[src/rtl/asram_ctrl.sv]
module asram_ctrl #(
  parameter int AW           = 20,
  parameter int DW           = 4,
  parameter int CLK_PS       = 8000,
  parameter int T_AA_PS      = 10000,
  parameter int T_RC_PS      = 10000,
  parameter int T_WC_PS      = 10000,
  parameter int T_PWE_PS     = 7000,
  parameter int T_AW_PS      = 7000,
  parameter int T_SD_PS      = 5000,
  parameter int T_HZWE_PS    = 5000,
  parameter int T_HZOE_PS    = 5000,
  parameter bit OE_LOW_WRITE = 1'b0
) (
  input  logic          clk,
  input  logic          rst_n,
  input  logic          start,
  input  logic          req_write,
  input  logic [AW-1:0] req_addr,
  input  logic [DW-1:0] req_wdata,
  output logic          done,
  output logic [DW-1:0] rdata,
  output logic [AW-1:0] mem_addr,
  output logic          mem_ce_n,
  output logic          mem_oe_n,
  output logic          mem_we_n,
  output logic [DW-1:0] mem_dq_out,
  output logic          mem_dq_oe,
  input  logic [DW-1:0] mem_dq_in
);

  function automatic int cyc(input int ps);
    int c;
    c = (ps + CLK_PS - 1) / CLK_PS;
    return (c < 1) ? 1 : c;
  endfunction

  function automatic int mx(input int a, input int b);
    return (a > b) ? a : b;
  endfunction

  localparam int RD_CYC  = mx(cyc(T_AA_PS), cyc(T_RC_PS));
  localparam int HZ_CYC  = cyc(T_HZWE_PS);
  localparam int SD_CYC  = cyc(T_SD_PS);
  localparam int WR_BASE = mx(mx(cyc(T_PWE_PS), cyc(T_AW_PS)), mx(SD_CYC, cyc(T_WC_PS)));
  localparam int WR_CYC  = OE_LOW_WRITE ? mx(WR_BASE, HZ_CYC + SD_CYC) : WR_BASE;
  localparam int TA_CYC  = cyc(T_HZOE_PS);
  localparam int MAXC    = mx(mx(RD_CYC, WR_CYC), TA_CYC);
  localparam int CW      = $clog2(MAXC + 1);

  typedef enum logic [1:0] {S_IDLE, S_TURN, S_RD, S_WR} state_t;

  state_t        state;
  logic [CW-1:0] cnt;
  logic [DW-1:0] wd_q;
  logic          last_rd;
  wire           last = (cnt == CW'(1));

  assign mem_dq_out = wd_q;

  always_ff @(posedge clk) begin
    if (!rst_n) begin
      state     <= S_IDLE;
      cnt       <= '0;
      wd_q      <= '0;
      mem_addr  <= '0;
      rdata     <= '0;
      last_rd   <= 1'b0;
      done      <= 1'b0;
      mem_ce_n  <= 1'b1;
      mem_oe_n  <= 1'b1;
      mem_we_n  <= 1'b1;
      mem_dq_oe <= 1'b0;
    end else begin
      done <= 1'b0;
      case (state)
        S_IDLE: if (start) begin
          mem_addr <= req_addr;
          wd_q     <= req_wdata;
          if (!req_write) begin
            state    <= S_RD;
            cnt      <= CW'(RD_CYC);
            mem_ce_n <= 1'b0;
            mem_oe_n <= 1'b0;
          end else if (last_rd && !OE_LOW_WRITE) begin
            state <= S_TURN;
            cnt   <= CW'(TA_CYC);
          end else begin
            state     <= S_WR;
            cnt       <= CW'(WR_CYC);
            mem_ce_n  <= 1'b0;
            mem_we_n  <= 1'b0;
            mem_oe_n  <= !OE_LOW_WRITE;
            mem_dq_oe <= !OE_LOW_WRITE;
          end
        end
        S_TURN: begin
          if (last) begin
            state     <= S_WR;
            cnt       <= CW'(WR_CYC);
            mem_ce_n  <= 1'b0;
            mem_we_n  <= 1'b0;
            mem_dq_oe <= 1'b1;
          end else cnt <= cnt - 1'b1;
        end
        S_RD: begin
          if (last) begin
            state    <= S_IDLE;
            rdata    <= mem_dq_in;
            done     <= 1'b1;
            last_rd  <= 1'b1;
            mem_ce_n <= 1'b1;
            mem_oe_n <= !OE_LOW_WRITE;
          end else cnt <= cnt - 1'b1;
        end
        default: begin
          if (last) begin
            state     <= S_IDLE;
            done      <= 1'b1;
            last_rd   <= 1'b0;
            mem_ce_n  <= 1'b1;
            mem_we_n  <= 1'b1;
            mem_dq_oe <= 1'b0;
          end else begin
            cnt <= cnt - 1'b1;
            if (cnt == CW'(WR_CYC - HZ_CYC + 1)) mem_dq_oe <= 1'b1;
          end
        end
      endcase
    end
  end

  AST_DRIVE_WINDOW: assert property (@(posedge clk) disable iff (!rst_n)
    mem_dq_oe |-> (!mem_ce_n && !mem_we_n));
  AST_WE_NEEDS_CE: assert property (@(posedge clk) disable iff (!rst_n)
    !mem_we_n |-> !mem_ce_n);
  AST_READ_STROBES: assert property (@(posedge clk) disable iff (!rst_n)
    (!mem_ce_n && mem_we_n) |-> !mem_oe_n);
  AST_TURN_GAP: assert property (@(posedge clk) disable iff (!rst_n)
    (!OE_LOW_WRITE && $rose(mem_dq_oe)) |-> (mem_oe_n && $past(mem_oe_n)));
  AST_HZ_WAIT: assert property (@(posedge clk) disable iff (!rst_n)
    (OE_LOW_WRITE && $rose(mem_dq_oe)) |-> (!mem_we_n && $past(!mem_we_n)));
  AST_DONE_PULSE: assert property (@(posedge clk) disable iff (!rst_n)
    done |=> !done);
  AST_ADDR_HOLD: assert property (@(posedge clk) disable iff (!rst_n)
    (!mem_ce_n && $past(!mem_ce_n)) |-> $stable(mem_addr));

endmodule

[config.mk]
export PLATFORM = sky130hd
export DESIGN_NAME = asram_ctrl
export DESIGN_NICKNAME = d
export VERILOG_FILES = /design/src/rtl/asram_ctrl.sv
export SDC_FILE = /design/constraint.sdc
export NUM_CORES = 1
export LEC_CHECK = 0
export ABC_AREA = 1
export BUFFER_PORTS_ARGS = -buffer_cell sky130_fd_sc_hd__clkbuf_2
export CORE_MARGIN = 2
export CORE_UTILIZATION = 30
export DETAILED_ROUTE_END_ITERATION = 16
export PLACE_DENSITY = 0.51
export SETUP_SLACK_MARGIN = 0.05
export SLEW_MARGIN = 20
export SYNTH_ARGS = -nofsm -noshare
export SYNTH_HDL_FRONTEND = slang
export SYNTH_SLANG_ARGS = --single-unit
[constraint.sdc]
create_clock -name clk -period 2.7 [get_ports clk]
set_input_delay 0.135 -clock clk [delete_from_list [all_inputs] [get_ports clk]]
set_output_delay 0.135 -clock clk [all_outputs]
set_load 0.03 [all_outputs]
After elaboration in Yosys (flattened, before gate mapping)
Cells that the tools add are included.
W data, S select, Z words.

operators by class
  add/sub/neg operators = 1
  equal/unequal tests = 11
  multiplexer cells = 32
  reduce and logical (&&, ||, !) cells = 15
  bitwise gates (word level) = 3

operator list
  kind                   count
  $mux W2                10
  $mux W1                15
  $reduce_and A6 Y1      2
  $ne A2 B2 Y1 const B   5
  $pmux W2 S2            2
  $reduce_and A2 Y1      4
  $reduce_and A4 Y1      2
  $pmux W1 S2            3
  $pmux W1 S3            2
  $eq A2 B1 Y1 const B   2
  $eq A2 B2 Y1 const B   2
  $reduce_bool A2 Y1     2
  $ne A3 B1 Y1 const B   1
  $ne A3 B3 Y1 const B   1
  $not A1 Y1             3
  $reduce_and A3 Y1      1
  $reduce_bool A3 Y1     1
  $reduce_or A3 Y1       1
  $logic_not A2 Y1       1
  $reduce_or A2 Y1       1
  $sub A2 B1 Y2 const B  1

storage, ports and cells
  bits of input ports = 32
  logic and storage cells = 73
  register bits = 38

Longest topological paths before layout
  depth after elaboration = 4
  mapped depth = 9
  mapped depth without buffers = 9

Worst setup path after synthesis
OpenSTA, ideal clock, no wires.

  path kind = reg2reg
  start point = register cnt[1]
  end point = register cnt[1]
  path slack = 1,494 ps
  stages on the path, launching flop included = 9
  data arrival time = 1,090 ps
  path buffers = 0
  clock period less this slack = 1,206 ps
  cells stage by stage = dfxtp_1 > inv_1 > ha_1 > nand2_1 > inv_1 > a21oi_1 > inv_1 > nor2_1 > nor2_1

on the way
  word-level cells in the longest chain between the ends = 3
  elaborated cells between the ends (all ways) = 7
  classes of those cells = 1 x add/sub; 2 x eq/ne; 3 x mux; 1 x reduce/logical

RTL lines
  item                                                     RTL line  source
  from (decl)                                              54        logic [CW-1:0] cnt;
  from (signal assigned)                                   82        cnt <= CW'(RD_CYC);
  from (signal assigned)                                   87        cnt <= CW'(TA_CYC);
  from (signal assigned)                                   90        cnt <= CW'(WR_CYC);
  $sub A2 B1 Y2 / $eq A2 B1 Y1 (equally long branches)     -
  $mux W2 (tied with other cells)                          107, 117
  $pmux W2 S2 / $reduce_and A2 Y1 (equally long branches)  -

Several ways; a longest one is shown, not always the timed one. The select of a mux whose other input is x is not followed.
A chain may end at the register's enable or synchronous reset.

Worst setup path after layout
  start point = register state[0]
  end point = register mem_oe_n

on the way
  word-level cells in the longest chain between the ends = 3
  elaborated cells between the ends (all ways) = 8
  classes of those cells = 4 x eq/ne; 1 x mux; 3 x reduce/logical

RTL lines
  item                                                     RTL line  source
  from (decl)                                              53        state_t state;
  from (signal assigned)                                   63        state <= S_IDLE;
  from (signal assigned)                                   81        state <= S_RD;
  from (signal assigned)                                   86        state <= S_TURN;
  $eq A2 B2 Y1 / $logic_not A2 Y1 (equally long branches)  76        case (state)
  $ne A2 B2 Y1 (no line) (tied with other cells)           -
  $reduce_and A4 Y1 (no line)                              -
  to (signal assigned)                                     93        mem_oe_n <= !OE_LOW_WRITE;
  to (signal assigned)                                     113       mem_oe_n <= !OE_LOW_WRITE;
  to (decl)                                                25        output logic mem_oe_n,

Several ways; a longest one is shown, not always the timed one.

==> results_dict.tcl <==
set metrics [dict create \
    run_status "completed" \
    synthDistinctLibCells 19 \
    crit_path_end_kind "flop" \
    skew_ns 0.00544 \
    dr.pass1.iters 4 \
    ys_warn_count 0 \
    cts-htree-levels 2 \
    wl_um 3590 \
    clock_latency_ns 0.29 \
    cp_max_fo 27 \
    wl_per_cell_um 10.6 \
    max-cap-violations 0 \
    area_growth_pct 28.8 \
    synthCells 204 \
    die_h_um 75.5 \
    synth_top_area_frac 0.496 \
    rrSetupSlack_ns 1.26 \
    drt_iter0_markers 115 \
    worstHoldStart "mem_dq_in[0]" \
    drive_above_1_share 0.284 \
    arrival_ns 1.60 \
    finalWeightedCongestion 0.752 \
    min_path_cells 3 \
    post-place-ws_ns 1.24 \
    synth_nets 239 \
    hp-class "in2reg" \
    synth_area_leaders "dfxtp_1 50%, nor2_1 16%, o21ai_0 9.1%" \
    placementRows 26 \
    postCtsSetupBuffers 0 \
    syn_area_mm2 0.00154 \
    relSlewSlack 0.585 \
    required_ns 2.86 \
    r2r-end "mem_oe_n" \
    cts_resized 0 \
    worstRegToRegCells 5 \
    cts_buffers 5 \
    path_clk_slew_ns 0.08 \
    io_buffer_count 64 \
    register_area_um2 761 \
    crit_type "reg2reg" \
    final_cells 338 \
    diodes 0 \
    setup_viol 0 \
    vias 1463 \
    avgSynthCellArea_um2 7.53 \
    synth_seq_cells 38 \
    final.fill_count 555 \
    io_pins 65 \
    whs_endpoint "rdata[0]" \
    grt_pass1_vias 1216 \
    ys_seq_area_frac 0.496 \
    synth_area_leader_cell "dfxtp_1" \
    cts_tree "built" \
    grt_use_total 0.123 \
    slew_violations 0 \
    cts_max_path_buffers 2 \
    grt_max_degree 37 \
    fmax_ghz 0.693 \
    reg2reg_from "state[0]" \
    multiInputGateArea_um2 648 \
    rsz0062_at_grt "no" \
    start_util 0.306 \
    grt_pass1_wl_um 5320 \
    pwr_density_cell_mw_per_mm2 782 \
    min_period_over_period 0.535 \
    finalHoldViolations 0 \
    core_region_area_mm2 0.00501 \
    cts_num_sinks 38 \
    start_kind "flop" \
    die_w_um 75.5 \
    worst_slew_pin_slew_ns 0.623 \
    drc 0 \
    die_area_mm2 0.00571 \
    drtAntennaViolNets 0 \
    min_period_ns 1.44 \
    hold_buffers 0 \
    clock-root-buffer "clkbuf_8" \
    fin_nets 302 \
    viasPerCell 4.33 \
    overflow 0 \
    p_leak_nw 0.987 \
    peakVddDrop_mv 0.350 \
    antenna_found_initial 0 \
    tns_ns 0 \
    whs_ns 0.0748 \
    fin_ws_ns 1.26 \
    place_inst 330 \
    post-dp-hpwl_um 2530 \
]
==> how the worst max path moves through the flow <==
| stage | startpoint | to | slack [ns] | depth (start not counted) |
|---|---|---|---|---|
| after floorplan | cnt[1] | cnt[1] | 1.49 | 8 |
| after global placement | state[0] | mem_oe_n | 1.27 | 5 |
| after detailed placement | state[0] | mem_oe_n | 1.24 | 5 |
| after CTS | state[0] | mem_oe_n | 1.24 | 5 |
| after global routing | state[0] | mem_oe_n | 1.09 | 5 |
| final | state[0] | mem_oe_n | 1.26 | 5 |
==> logic make-up after synthesis <==
family / after synthesis / synth area share
AO/OA/AOI/OAI: 41 / 0.138
adder cells (fa/ha/maj): 3 / 0.0245
buffers and inverters: 24 / 0.0823
flip-flops: 38 / 0.496
AND/OR/NAND/NOR: 98 / 0.260
==> per-stage QoR <==
stage | util | area, µm² | total power, mW
after global routing | 0.395 | 1980 | 1.64
after floorplan | - | 1540 | 1.04
after detailed placement | 0.376 | 1880 | 1.15
after global placement | 0.376 | 1880 | 1.15
after CTS | 0.395 | 1980 | 1.57
final | 0.395 | 1980 | 1.55
==> cells in the mapped netlist (all sizes together) <==
cell / count
nand4: 1
a21oi: 5
nand3: 8
nand2: 23
buf: 5
dfxtp: 38
ha: 3
a211oi: 1
nand3b: 1
clkbuf: 3
inv: 16
o21ai: 35
nor2: 65
==> layout make-up <==
| type | count | area share |
|---|---|---|
| Clock buffer | 6 | 0.0418 |
| Clock inverter | 2 | 0.00633 |
| Inverter | 16 | 0.0329 |
| Multi-Input combinational cell | 142 | 0.328 |
| Sequential cell | 38 | 0.385 |
| Tap cell | 70 | 0.0443 |
| Timing Repair Buffer | 64 | 0.162 |
==> worst max-delay path, stage by stage, from the launching register on <==
cell	delay, ns
dfxtp_1	0.56
nor2_4	0.13
nand2_4	0.26
o21ai_0	0.18
nand3_1	0.10
nand3_1	0.07
==> power by group <==
part           internal (mW)  total, mW  switching [mW]  leakage, nW
clock network          0.205      0.415           0.209       0.0472
registers              0.636      0.684          0.0476        0.314
logic                  0.136      0.447           0.311        0.626
==> sequential cells by signal, summed over array words and instances, names as in the netlist <==
name,cells
mem_addr,20
mem_dq_out,4
rdata,4
cnt,2
state,2
done,1
last_rd,1
mem_ce_n,1
mem_dq_oe,1
mem_oe_n,1
mem_we_n,1
==> layer usage <==
metal | track usage | routed length, µm
met3 | 0.0357 | 215
met1 | 0.146 | 1620
met5 | 0 | 0
met4 | 0.0526 | 60
met2 | 0.209 | 1690
==> cells in the final DEF (no fill, tap or decap), drive strengths merged <==
cell	netlist	layout
nand3	8	8
a211oi	1	1
clkinvlp	0	1
clkinv	0	1
nand3b	1	1
clkbuf	3	70
nand2	23	23
o21ai	35	35
inv	16	16
ha	3	3
dfxtp	38	38
a21oi	5	5
nor2	65	65
nand4	1	1
(Power assumes the default switching activity.)
